File: config.mk
export PLATFORM = sky130hd
export DESIGN_NAME = tmr_wrap
export DESIGN_NICKNAME = d
export VERILOG_FILES = /design/src/rtl/tmr_pkg.sv /design/src/rtl/tmr_addr_dec.sv /design/src/rtl/tmr_run_ctl.sv /design/src/rtl/tmr_chan.sv /design/src/rtl/tmr_wrap.sv
export SDC_FILE = /design/constraint.sdc
export NUM_CORES = 1
export LEC_CHECK = 0
export ABC_AREA = 1
export BUFFER_PORTS_ARGS = -buffer_cell sky130_fd_sc_hd__buf_4
export CAP_MARGIN = 30
export CORE_MARGIN = 1
export CORE_UTILIZATION = 65
export CTS_BUF_LIST = sky130_fd_sc_hd__clkbuf_4
export DETAILED_ROUTE_END_ITERATION = 10
export PLACE_DENSITY = 0.95
export SYNTH_ARGS = -nofsm -noshare
export SYNTH_HDL_FRONTEND = slang
export SYNTH_SLANG_ARGS = --single-unit
File: constraint.sdc
create_clock -name clk_i -period 5.9 [get_ports clk_i]
set_input_delay 0.295 -clock clk_i [delete_from_list [all_inputs] [get_ports clk_i]]
set_output_delay 0.295 -clock clk_i [all_outputs]
set_load 0.05 [all_outputs]
File: src/rtl/tmr_pkg.sv
package tmr_pkg;

    localparam int MAX_CH  = 8;
    localparam int ADDR_W  = 13;
    localparam int DATA_W  = 32;
    localparam int RUN_LAG = 2;

    localparam logic [ADDR_W-1:0] CLKEN_ADDR = 13'h1000;

    typedef enum logic [1:0] {
        HIT_NONE  = 2'd0,
        HIT_START = 2'd1,
        HIT_CLKEN = 2'd2,
        HIT_CHAN  = 2'd3
    } hit_e;

    typedef enum logic [1:0] {
        W_CTRL  = 2'd0,
        W_COUNT = 2'd1,
        W_CMP   = 2'd2,
        W_RSVD  = 2'd3
    } word_e;

    typedef struct packed {
        hit_e       hit;
        logic [2:0] ch;
        word_e      word;
    } dec_t;

    function automatic int popcnt(input logic [MAX_CH-1:0] m);
        int n;
        n = 0;
        for (int i = 0; i < MAX_CH; i++) begin
            if (m[i]) n++;
        end
        return n;
    endfunction

    function automatic int phys_of(input logic [MAX_CH-1:0] m, input int k);
        int seen;
        int res;
        seen = 0;
        res  = 0;
        for (int i = 0; i < MAX_CH; i++) begin
            if (m[i]) begin
                if (seen == k) res = i;
                seen++;
            end
        end
        return res;
    endfunction

endpackage

File: src/rtl/tmr_addr_dec.sv
module tmr_addr_dec
    import tmr_pkg::*;
#(
    parameter logic [MAX_CH-1:0] PRESENT = 8'h65,
    parameter bit                PER_CH  = 1'b0
) (
    input  logic [ADDR_W-1:0] addr_i,
    output dec_t              dec_o
);

    logic [3:0] blk_sel;
    logic [2:0] ch_sel;
    logic [7:0] off;

    always_comb begin
        dec_o   = '{hit: HIT_NONE, ch: 3'd0, word: W_CTRL};
        blk_sel = addr_i[7:4] - 4'd1;
        ch_sel  = addr_i[10:8];
        off     = addr_i[7:0];
        if (addr_i == CLKEN_ADDR) begin
            dec_o.hit = HIT_CLKEN;
        end else if (!PER_CH) begin
            if (addr_i == '0) begin
                dec_o.hit = HIT_START;
            end else if (addr_i[ADDR_W-1:8] == '0 && addr_i[7:4] != 4'd0
                         && !blk_sel[3] && addr_i[1:0] == 2'd0
                         && addr_i[3:2] != 2'd3 && PRESENT[blk_sel[2:0]]) begin
                dec_o.hit  = HIT_CHAN;
                dec_o.ch   = blk_sel[2:0];
                dec_o.word = word_e'(addr_i[3:2]);
            end
        end else if (addr_i[ADDR_W-1:11] == '0 && PRESENT[ch_sel]) begin
            if (off == 8'h00) begin
                dec_o.hit = HIT_START;
                dec_o.ch  = ch_sel;
            end else if (off[7:4] == 4'h1 && off[1:0] == 2'd0 && off[3:2] != 2'd3) begin
                dec_o.hit  = HIT_CHAN;
                dec_o.ch   = ch_sel;
                dec_o.word = word_e'(off[3:2]);
            end
        end
    end

endmodule

File: src/rtl/tmr_run_ctl.sv
module tmr_run_ctl
    import tmr_pkg::*;
#(
    parameter logic [MAX_CH-1:0] PRESENT = 8'h65,
    parameter bit                PER_CH  = 1'b0
) (
    input  logic              clk_i,
    input  logic              rst_i,
    input  logic              wr_i,
    input  dec_t              dec_i,
    input  logic [DATA_W-1:0] wdata_i,
    output logic [MAX_CH-1:0] start_q,
    output logic [MAX_CH-1:0] clken_q,
    output logic [MAX_CH-1:0] run_o
);

    logic [MAX_CH-1:0] lag_q [RUN_LAG];
    logic              unused_bits;

    assign unused_bits = ^{wdata_i[DATA_W-1:MAX_CH], dec_i.word};

    always_ff @(posedge clk_i) begin
        if (rst_i) begin
            start_q <= '0;
            clken_q <= '0;
            for (int i = 0; i < RUN_LAG; i++) lag_q[i] <= '0;
        end else begin
            if (wr_i && dec_i.hit == HIT_START) begin
                if (PER_CH) start_q[dec_i.ch] <= wdata_i[0];
                else        start_q <= wdata_i[MAX_CH-1:0] & PRESENT;
            end
            if (wr_i && dec_i.hit == HIT_CLKEN)
                clken_q <= wdata_i[MAX_CH-1:0] & PRESENT;
            lag_q[0] <= start_q;
            for (int i = 1; i < RUN_LAG; i++) lag_q[i] <= lag_q[i-1];
        end
    end

    assign run_o = lag_q[RUN_LAG-1];

    // the effective run state moves only as a consequence of a run-register write
    p_run_follows_write_r3: assert property (@(posedge clk_i) disable iff (rst_i)
        (run_o != $past(run_o)) |-> $past(wr_i && dec_i.hit == HIT_START, RUN_LAG + 1));

    // bits of absent slots never hold a run or enable value
    p_absent_bits_clear_r2: assert property (@(posedge clk_i) disable iff (rst_i)
        ((start_q | clken_q) & ~PRESENT) == '0);

endmodule

File: src/rtl/tmr_chan.sv
module tmr_chan
    import tmr_pkg::*;
#(
    parameter int CNT_W = 32
) (
    input  logic              clk_i,
    input  logic              rst_i,
    input  logic              tick_i,
    input  logic              wr_i,
    input  word_e             word_i,
    input  logic [DATA_W-1:0] wdata_i,
    output logic [DATA_W-1:0] rdata_o,
    output logic [CNT_W-1:0]  cnt_o,
    output logic              irq_o
);

    logic [CNT_W-1:0] cnt_q;
    logic [CNT_W-1:0] cmp_q;
    logic             flag_q;
    logic             ie_q;

    always_ff @(posedge clk_i) begin
        if (rst_i) begin
            cnt_q  <= '0;
            cmp_q  <= '1;
            flag_q <= 1'b0;
            ie_q   <= 1'b0;
        end else begin
            if (tick_i) begin
                if (cnt_q == cmp_q) begin
                    cnt_q  <= '0;
                    flag_q <= 1'b1;
                end else begin
                    cnt_q <= cnt_q + 1'b1;
                end
            end
            if (wr_i) begin
                case (word_i)
                    W_CTRL: begin
                        ie_q <= wdata_i[1];
                        if (wdata_i[0]) flag_q <= 1'b0;
                    end
                    W_COUNT: cnt_q <= wdata_i[CNT_W-1:0];
                    W_CMP:   cmp_q <= wdata_i[CNT_W-1:0];
                    default: ;
                endcase
            end
        end
    end

    always_comb begin
        case (word_i)
            W_CTRL:  rdata_o = {{(DATA_W-2){1'b0}}, ie_q, flag_q};
            W_COUNT: rdata_o = DATA_W'(cnt_q);
            W_CMP:   rdata_o = DATA_W'(cmp_q);
            default: rdata_o = '0;
        endcase
    end

    assign cnt_o = cnt_q;
    assign irq_o = flag_q & ie_q;

    // without a tick or a counter write the count holds
    p_hold_r8: assert property (@(posedge clk_i) disable iff (rst_i)
        (!tick_i && !(wr_i && word_i == W_COUNT)) |=> $stable(cnt_q));

    // a tick at the compare value wraps to zero and raises the flag
    p_wrap_r8: assert property (@(posedge clk_i) disable iff (rst_i)
        (tick_i && !wr_i && cnt_q == cmp_q) |=> (cnt_q == '0 && flag_q));

endmodule

File: src/rtl/tmr_wrap.sv
module tmr_wrap
    import tmr_pkg::*;
#(
    parameter logic [MAX_CH-1:0] PRESENT      = 8'h65,
    parameter bit                PER_CH_START = 1'b0,
    parameter int                CNT_W        = 32,
    parameter int                NUM_CH       = tmr_pkg::popcnt(PRESENT)
) (
    input  logic              clk_i,
    input  logic              rst_i,
    input  logic              bus_wr,
    input  logic              bus_rd,
    input  logic [ADDR_W-1:0] bus_addr,
    input  logic [DATA_W-1:0] bus_wdata,
    output logic [DATA_W-1:0] bus_rdata,
    input  logic              tick_i,
    output logic [NUM_CH-1:0] run_o,
    output logic [NUM_CH-1:0] ch_tick_o,
    output logic [NUM_CH-1:0] irq_o,
    output logic              irq_any_o
);

    dec_t              dec;
    logic [MAX_CH-1:0] start_q;
    logic [MAX_CH-1:0] clken_q;
    logic [MAX_CH-1:0] run_phys;
    logic [MAX_CH-1:0] ch_tick;
    logic [MAX_CH-1:0] chan_wr;
    logic [MAX_CH-1:0] chan_irq;
    logic [DATA_W-1:0] chan_rd  [MAX_CH];
    logic [CNT_W-1:0]  chan_cnt [MAX_CH];
    logic [DATA_W-1:0] rd_mux;
    logic [DATA_W-1:0] rdata_q;

    tmr_addr_dec #(.PRESENT(PRESENT), .PER_CH(PER_CH_START)) u_dec (
        .addr_i (bus_addr),
        .dec_o  (dec)
    );

    tmr_run_ctl #(.PRESENT(PRESENT), .PER_CH(PER_CH_START)) u_run (
        .clk_i   (clk_i),
        .rst_i   (rst_i),
        .wr_i    (bus_wr),
        .dec_i   (dec),
        .wdata_i (bus_wdata),
        .start_q (start_q),
        .clken_q (clken_q),
        .run_o   (run_phys)
    );

    for (genvar p = 0; p < MAX_CH; p++) begin : g_slot
        assign ch_tick[p] = tick_i & run_phys[p] & clken_q[p];
        assign chan_wr[p] = bus_wr && dec.hit == HIT_CHAN && dec.ch == 3'(p);
        if (PRESENT[p]) begin : g_on
            tmr_chan #(.CNT_W(CNT_W)) u_ch (
                .clk_i   (clk_i),
                .rst_i   (rst_i),
                .tick_i  (ch_tick[p]),
                .wr_i    (chan_wr[p]),
                .word_i  (dec.word),
                .wdata_i (bus_wdata),
                .rdata_o (chan_rd[p]),
                .cnt_o   (chan_cnt[p]),
                .irq_o   (chan_irq[p])
            );

            // a slot without clock enable keeps its count unless written
            p_gate_r4: assert property (@(posedge clk_i) disable iff (rst_i)
                (!clken_q[p] && !chan_wr[p]) |=> $stable(chan_cnt[p]));
        end else begin : g_off
            assign chan_rd[p]  = '0;
            assign chan_cnt[p] = '0;
            assign chan_irq[p] = 1'b0;
        end
    end

    for (genvar k = 0; k < NUM_CH; k++) begin : g_log
        localparam int P = tmr_pkg::phys_of(PRESENT, k);
        assign run_o[k]     = run_phys[P];
        assign ch_tick_o[k] = ch_tick[P];
        assign irq_o[k]     = chan_irq[P];
    end

    assign irq_any_o = |chan_irq;

    always_comb begin
        case (dec.hit)
            HIT_START: rd_mux = PER_CH_START ? DATA_W'(start_q[dec.ch]) : DATA_W'(start_q);
            HIT_CLKEN: rd_mux = DATA_W'(clken_q);
            HIT_CHAN:  rd_mux = chan_rd[dec.ch];
            default:   rd_mux = '0;
        endcase
    end

    always_ff @(posedge clk_i) begin
        if (rst_i)       rdata_q <= '0;
        else if (bus_rd) rdata_q <= rd_mux;
    end

    assign bus_rdata = rdata_q;

    // an access that decodes to nothing returns zero
    p_unmapped_zero_r6: assert property (@(posedge clk_i) disable iff (rst_i)
        (bus_rd && dec.hit == HIT_NONE) |=> (bus_rdata == '0));

    // read data only moves on a read
    p_rdata_hold_r11: assert property (@(posedge clk_i) disable iff (rst_i)
        !bus_rd |=> $stable(bus_rdata));

endmodule

* Word-level counts from Yosys, hierarchy flattened
Memories as Yosys holds them, arrays and structs flattened.
Index checks and enable logic that the tools add are counted.
** Word-level totals
- Register bits :: 304
- Latch bits :: 0
- Memory bits (writable) :: 16
- Bits in read-only memories :: 8
- Input port bits :: 50
- Output and inout bits :: 45
- Logic and storage cells :: 140
- Memories kept :: 2
** Operators by class
- Add/sub/neg operators :: 5
- Multiply operators :: 0
- Divide/modulo/power cells :: 0
- Magnitude comparators :: 2
- Equality and inequality tests :: 14
- Shift-type cells :: 0
- Multiplexer cells :: 55
- Bitwise gates (word level) :: 15
- Reduce and logical (&&, ||, !) cells :: 28
** Memories
- u_run.lag_q :: words 2, bits a word 8, rd ports 2, clocked after Yosys merged registers in 0, write ports 2, line tmr_run_ctl.sv:17 : logic [MAX_CH-1:0] lag_q [RUN_LAG];
- (name not given) :: words 8, bits a word 1, rd ports 1, clocked after Yosys merged registers in 0, write ports 0, line tmr_addr_dec.sv:27 : && addr_i[3:2] != 2'd3 && PRESENT[blk_sel[2:0]]) begin
** Operators with widths (number)
- 2-to-1 mux 32 bit :: 18
- case mux 32 bit (3 select lines) :: 5
- adder 32 x 1 -> 32 bit, second input constant :: 4
- == test 32 bit :: 4
- binary-select mux 32 bit (select 3 bit) :: 1
- 2-to-1 mux 1 bit :: 24
- 2-to-1 mux 8 bit :: 2
- AND reduction 2 bit :: 8
- == test 13 bit, second input constant :: 1
- logical NOT 13 bit :: 1
- bitwise AND 1 bit :: 12
- logical AND 1 bit :: 12
- 2-to-1 mux 5 bit :: 2
- 2-to-1 mux 7 bit :: 1
- == test 2 bit, second input constant :: 3
- == test 3 bit, second input constant :: 2
- logical NOT 5 bit :: 1
- == test 2 x 1 -> 1 bit, second input constant :: 2
- >= comparator 4 bit, second input constant :: 1
- logical NOT 2 bit :: 2
- less-than comparator 3 x 4 -> 1 bit, second input constant :: 1
- 2-to-1 mux 2 bit :: 2
- NOT 3 -> 4 bit :: 1
- nonzero test 4 bit :: 1
- other kinds (7) :: 8

* Depth between registers and ports, before layout
- Depth in word-level cells :: 15
- Depth in mapped cells :: 17
- Mapped depth without buffers :: 16

* Modules after synthesis
From an unflattened synthesis, not the netlist that was laid out.
** Second synthesis, totals
- Cell total of the unflattened synthesis :: 3305
- Area, all modules :: 20317.0 um^2
** Modules (own cells, without submodules)
- tmr_chan :: instances 4, cells an instance 687, area each 4272.8 um^2, seq. area each 1321.3 um^2
- tmr_wrap :: instances 1, cells an instance 428, area each 2379.8 um^2, seq. area each 640.6 um^2
- tmr_run_ctl :: instances 1, cells an instance 91, area each 678.2 um^2, seq. area each 320.3 um^2
- tmr_addr_dec :: instances 1, cells an instance 38, area each 167.7 um^2, seq. area each 0.0 um^2

* Worst setup path after synthesis
No wires, ideal clock.
- Path type :: input to register
- Start point :: input bus_addr[4]
- End point :: register g_slot[6].g_on.u_ch.cnt_q[17]
- Setup time :: 0.132 ns
- Arrival time :: 2.046 ns
- Required time :: 5.768 ns
- Slack :: 3.721 ns
- Stages on the path :: 15
- Path buffers :: 1
- Path through :: inv_2 > ha_1 > nand2_1 > nand3_4 > nor2_8 > nand2_4 > nor2_8 > nand2_1 > nor2_2 > nand2_2 > nand2_1 > inv_2 > buf_2 > nand2_1 > a21oi_1
** Between the ends
- Cells in the longest elaborated chain, start to end :: 13
- Elaborated cells on any way between the ends :: 24
- Classes of those cells :: 1 x add/sub; 4 x eq/ne; 8 x mux; 10 x reduce/logical; 1 x memory
** Ends and longest elaborated chain
- from (decl) :: line tmr_wrap.sv:13 : input logic [ADDR_W-1:0] bus_addr,
- parallel branches: the longest is 12 deep, another holds subtractor 4 x 1 -> 4 bit
- 2-to-1 mux 32 bit (*) :: line tmr_chan.sv:37 : if (wr_i) begin
- to (signal assigned) :: line tmr_chan.sv:34 : cnt_q <= cnt_q + 1'b1;
- to (signal assigned) :: line tmr_chan.sv:43 : W_COUNT: cnt_q <= wdata_i[CNT_W-1:0];
- to (decl) :: line tmr_chan.sv:17 : logic [CNT_W-1:0] cnt_q;
Mark *: on every way between the ends. The select of a mux whose other input is x is not followed.
A chain may end at the register's enable or synchronous reset.

==> results_dict.tcl <==
set metrics [dict create \
    outcome "finished, final reports clean" \
    root_buffer "sky130_fd_sc_hd__clkbuf_4" \
    synth.cell_area_um2 19800 \
    syn-num-nets 3240 \
    end_kind "register" \
    synth_cell_types 44 \
    stdcell_count 3701 \
    finish.instance_area_um2 21800 \
    power.combinational.fraction 0.047 \
    grt_first_pass_wirelength_um 120000 \
    regArea_um2 6250 \
    worst-setup-path-type "reg2reg" \
    layout_worst_path_cycle_share 0.553 \
    design.final.nets 3309 \
    synth.ff_latch_count 312 \
    finalClockSkew_ns 0.0612 \
    slew-limit-headroom 0.389 \
    chipWidth_um 176 \
    synthSimpleGateAreaFrac 0.385 \
    post_cts.repair.setup_buffers 0 \
    finalCriticalPeriod_ns 3.26 \
    first_global_vias 21500 \
    timing.setup.tns_ns 0 \
    p_leak_nw 9.33 \
    tritoncts.num_buffers 85 \
    worst_skew_pair_latency_ns 0.76 \
    maxCapViolations 0 \
    synth_top_cell_area_share 0.316 \
    hpwl_um 57500 \
    drc_markers 0 \
    dp.cells 3523 \
    arrival_ns 3.89 \
    grt_usage 0.504 \
    synth_edf_count 0 \
    netSwitchingPower_w 0.00112 \
    power_per_cell_area_nw_per_um2 194 \
    vertical_die_dimension_um 176 \
    setup_viol 0 \
    area_occupied_by_multi_input_gates_um2 11600 \
    totalWireLength_um 79000 \
    synth_ff_type "sky130_fd_sc_hd__dfxtp_1" \
    ios 95 \
    yosys.area_share.adder 0.00316 \
    ant_nets 0 \
    netlist.top_cell.by_area "sky130_fd_sc_hd__dfxtp_1" \
    detailed_route_via_count 23200 \
    postSynthCellCount 3185 \
    synth.yosys.warnings 0 \
    synth_sequential_area_ratio 0.316 \
    max_clock_freq_mhz 307 \
    coreArea_um2 29800 \
    routedWlPerCell_um 21.3 \
    iteration_count_of_the_initial_detailed_routing_pass 8 \
    worst_hold_path_type "in2reg" \
    yosys.cell_count.top_type "sky130_fd_sc_hd__nand2_1" \
    grt_max_degree 87 \
    area.growth.synth_to_final_pct 10.2 \
    cp_max_fo 14 \
    tightestPinTransition_ns 0.917 \
    nFillCells 2595 \
    worst_ep_required_time_ns 6.52 \
    gp_congestion 1.09 \
    timing_max_transition_violations_final 0 \
    synth_compound_area_frac 0.137 \
    cts_max_path_buffers 3 \
    drt-vias-per-instance 6.28 \
    seqPwrFrac 0.497 \
    antenna_found_initial 3 \
    cts_tree "yes" \
    power.switching_fraction 0.265 \
    overflow 0 \
    finalHoldViolations 0 \
    clk_pin_slew_worst_paths_ns 0.06 \
    timing.reg2reg.setup_slack_ns 2.64 \
    finalCoreUtilization 0.731 \
    drive_gt1_frac 0.0931 \
    most_common_library_cells_after_synthesis "sky130_fd_sc_hd__nand2_1 (1107), sky130_fd_sc_hd__dfxtp_1 (312), sky130_fd_sc_hd__inv_1 (290)" \
    placed_area_um2 20400 \
    htree_levels 3 \
    internal_power_w 0.00311 \
    report.power.total_w 0.00423 \
    critical_path.startpoint_type "register" \
    main_combinational_cell_family_by_area_after_synthesis "simple AND/OR/NAND/NOR gates" \
    synth_async_sr_flop_share 0 \
    clock_power_share 0.456 \
    synthesis.area_per_instance_um2 6.21 \
    placementRows 63 \
    clock-sinks 312 \
    drt_iter0_drc 3322 \
    start_util 0.664 \
    place.port_buffers 94 \
    synth.top_cells.by_area "sky130_fd_sc_hd__dfxtp_1 (32%), sky130_fd_sc_hd__nand2_1 (21%), sky130_fd_sc_hd__nand3_1 (7.0%), sky130_fd_sc_hd__inv_1 (5.5%), sky130_fd_sc_hd__o211ai_1 (5.5%)" \
    ir_drop_v 0.000197 \
    post_synth_mux_area_share 0 \
    rsz0062_at_grt "false" \
    design.die.area_um2 31100 \
    synthXorXnorAreaFrac 0.0629 \
]
-- cell families after synthesis --
group	Yosys count
AOI/OAI and AO/OA	457
xor gates and xnor gates	142
adders and majority gates	5
and+or+nand+nor	1796
DFF	312
buffers and inverters	473
-- power by group through the flow --
stage	sequential [W]	clock, W	combinational (W)
CTS	0.00211	0.00191	0.000185
floorplan	0.00215	0	0.0000701
global route	0.00210	0.00203	0.000198
finish	0.00211	0.00193	0.000199
detailed placement	0.00215	0	0.000167
global placement	0.00215	0	0.000167
-- flip-flops by register name, indices dropped and copies added, names as in the netlist --
| name | flops |
|---|---|
| u_run.lag_q | 8 |
| u_run.start_q | 4 |
| u_run.clken_q | 4 |
| g_slot.g_on.u_ch.ie_q | 4 |
| bus_rdata | 32 |
| g_slot.g_on.u_ch.flag_q | 4 |
| g_slot.g_on.u_ch.cmp_q | 128 |
| g_slot.g_on.u_ch.cnt_o | 128 |
-- what timing repair did --
item / 4_1_cts / 5_1_grt
endpoints found under the hold margin: 120 / 0
resized for setup: 0 / 0
hold buffers: 33 / 0
-- per-layer routing --
metal  part of all wire  global-route usage  vias to the layer above
li1                   -                   -                    10500
met2               0.42               0.749                     1788
met3               0.13               0.133                      450
met4              0.099               0.438                        2
met1               0.36               0.602                    10500
met5            0.00016                   0                        -
-- placed cells by master, fill, tap and decap left out, types with 10 or more instances in the layout --
| cell type | Yosys | final |
|---|---|---|
| sky130_fd_sc_hd__o21ai_0 | 112 | 112 |
| sky130_fd_sc_hd__or2_2 | 19 | 19 |
| sky130_fd_sc_hd__nand3_1 | 277 | 277 |
| sky130_fd_sc_hd__clkinv_1 | 3 | 20 |
| sky130_fd_sc_hd__inv_2 | 13 | 16 |
| sky130_fd_sc_hd__dfxtp_1 | 312 | 312 |
| sky130_fd_sc_hd__o211ai_1 | 145 | 145 |
| sky130_fd_sc_hd__buf_4 | 15 | 111 |
| sky130_fd_sc_hd__nand2_1 | 1107 | 1105 |
| sky130_fd_sc_hd__xnor2_1 | 99 | 99 |
| sky130_fd_sc_hd__nand4_1 | 78 | 78 |
| sky130_fd_sc_hd__nor2_1 | 240 | 238 |
| sky130_fd_sc_hd__nor2_2 | 8 | 10 |
| sky130_fd_sc_hd__clkbuf_4 | 0 | 118 |
| sky130_fd_sc_hd__inv_1 | 290 | 289 |
| sky130_fd_sc_hd__xor2_1 | 43 | 43 |
| sky130_fd_sc_hd__a21oi_1 | 167 | 167 |
| sky130_fd_sc_hd__o21ai_1 | 12 | 12 |
| sky130_fd_sc_hd__dlygate4sd3_1 | 0 | 33 |
| sky130_fd_sc_hd__nor3_1 | 29 | 29 |
-- worst paths after layout --
kind                      from  cells after the start                       endpoint
max          u_run.lag_q[0][8]                     11  g_slot[0].g_on.u_ch.cnt_o[19]
min                     bus_wr                      3               u_run.clken_q[6]
max reg2reg  u_run.lag_q[0][8]                     11  g_slot[0].g_on.u_ch.cnt_o[19]
min reg2reg  u_run.lag_q[0][2]                      2             u_run.lag_q[0][10]
-- per-stage QoR --
step / hold slack [ns] / setup WS [ns]
after global routing: 0.137 / 2.48
after CTS: 0.0692 / 2.77
after floorplan: 0.388 / 3.72
after detailed placement: 0.394 / 2.20
final: 0.108 / 2.64
after global placement: 0.396 / 2.17
-- area by class of cell --
class                           instances  area share
Tap cell                              390      0.0224
Multi-Input combinational cell       2400       0.534
Sequential cell                       312       0.287
Antenna cell                            3    0.000344
Inverter                              307      0.0530
Clock inverter                         23     0.00528
Timing Repair Buffer                  148      0.0578
Clock buffer                          118      0.0406
-- critical path, stage by stage, from the launching register on --
cell	delay (ns)
sky130_fd_sc_hd__dfxtp_1	0.36
sky130_fd_sc_hd__nand3_1	0.54
sky130_fd_sc_hd__nor2_1	0.37
sky130_fd_sc_hd__nand2_1	0.13
sky130_fd_sc_hd__nor2_1	0.23
sky130_fd_sc_hd__nand4_1	0.28
sky130_fd_sc_hd__nor2_1	0.54
sky130_fd_sc_hd__nand2_1	0.15
sky130_fd_sc_hd__nor2_1	0.27
sky130_fd_sc_hd__nor2_1	0.15
sky130_fd_sc_hd__nand2_1	0.09
sky130_fd_sc_hd__a21oi_1	0.05
(Power assumes the default switching activity.)
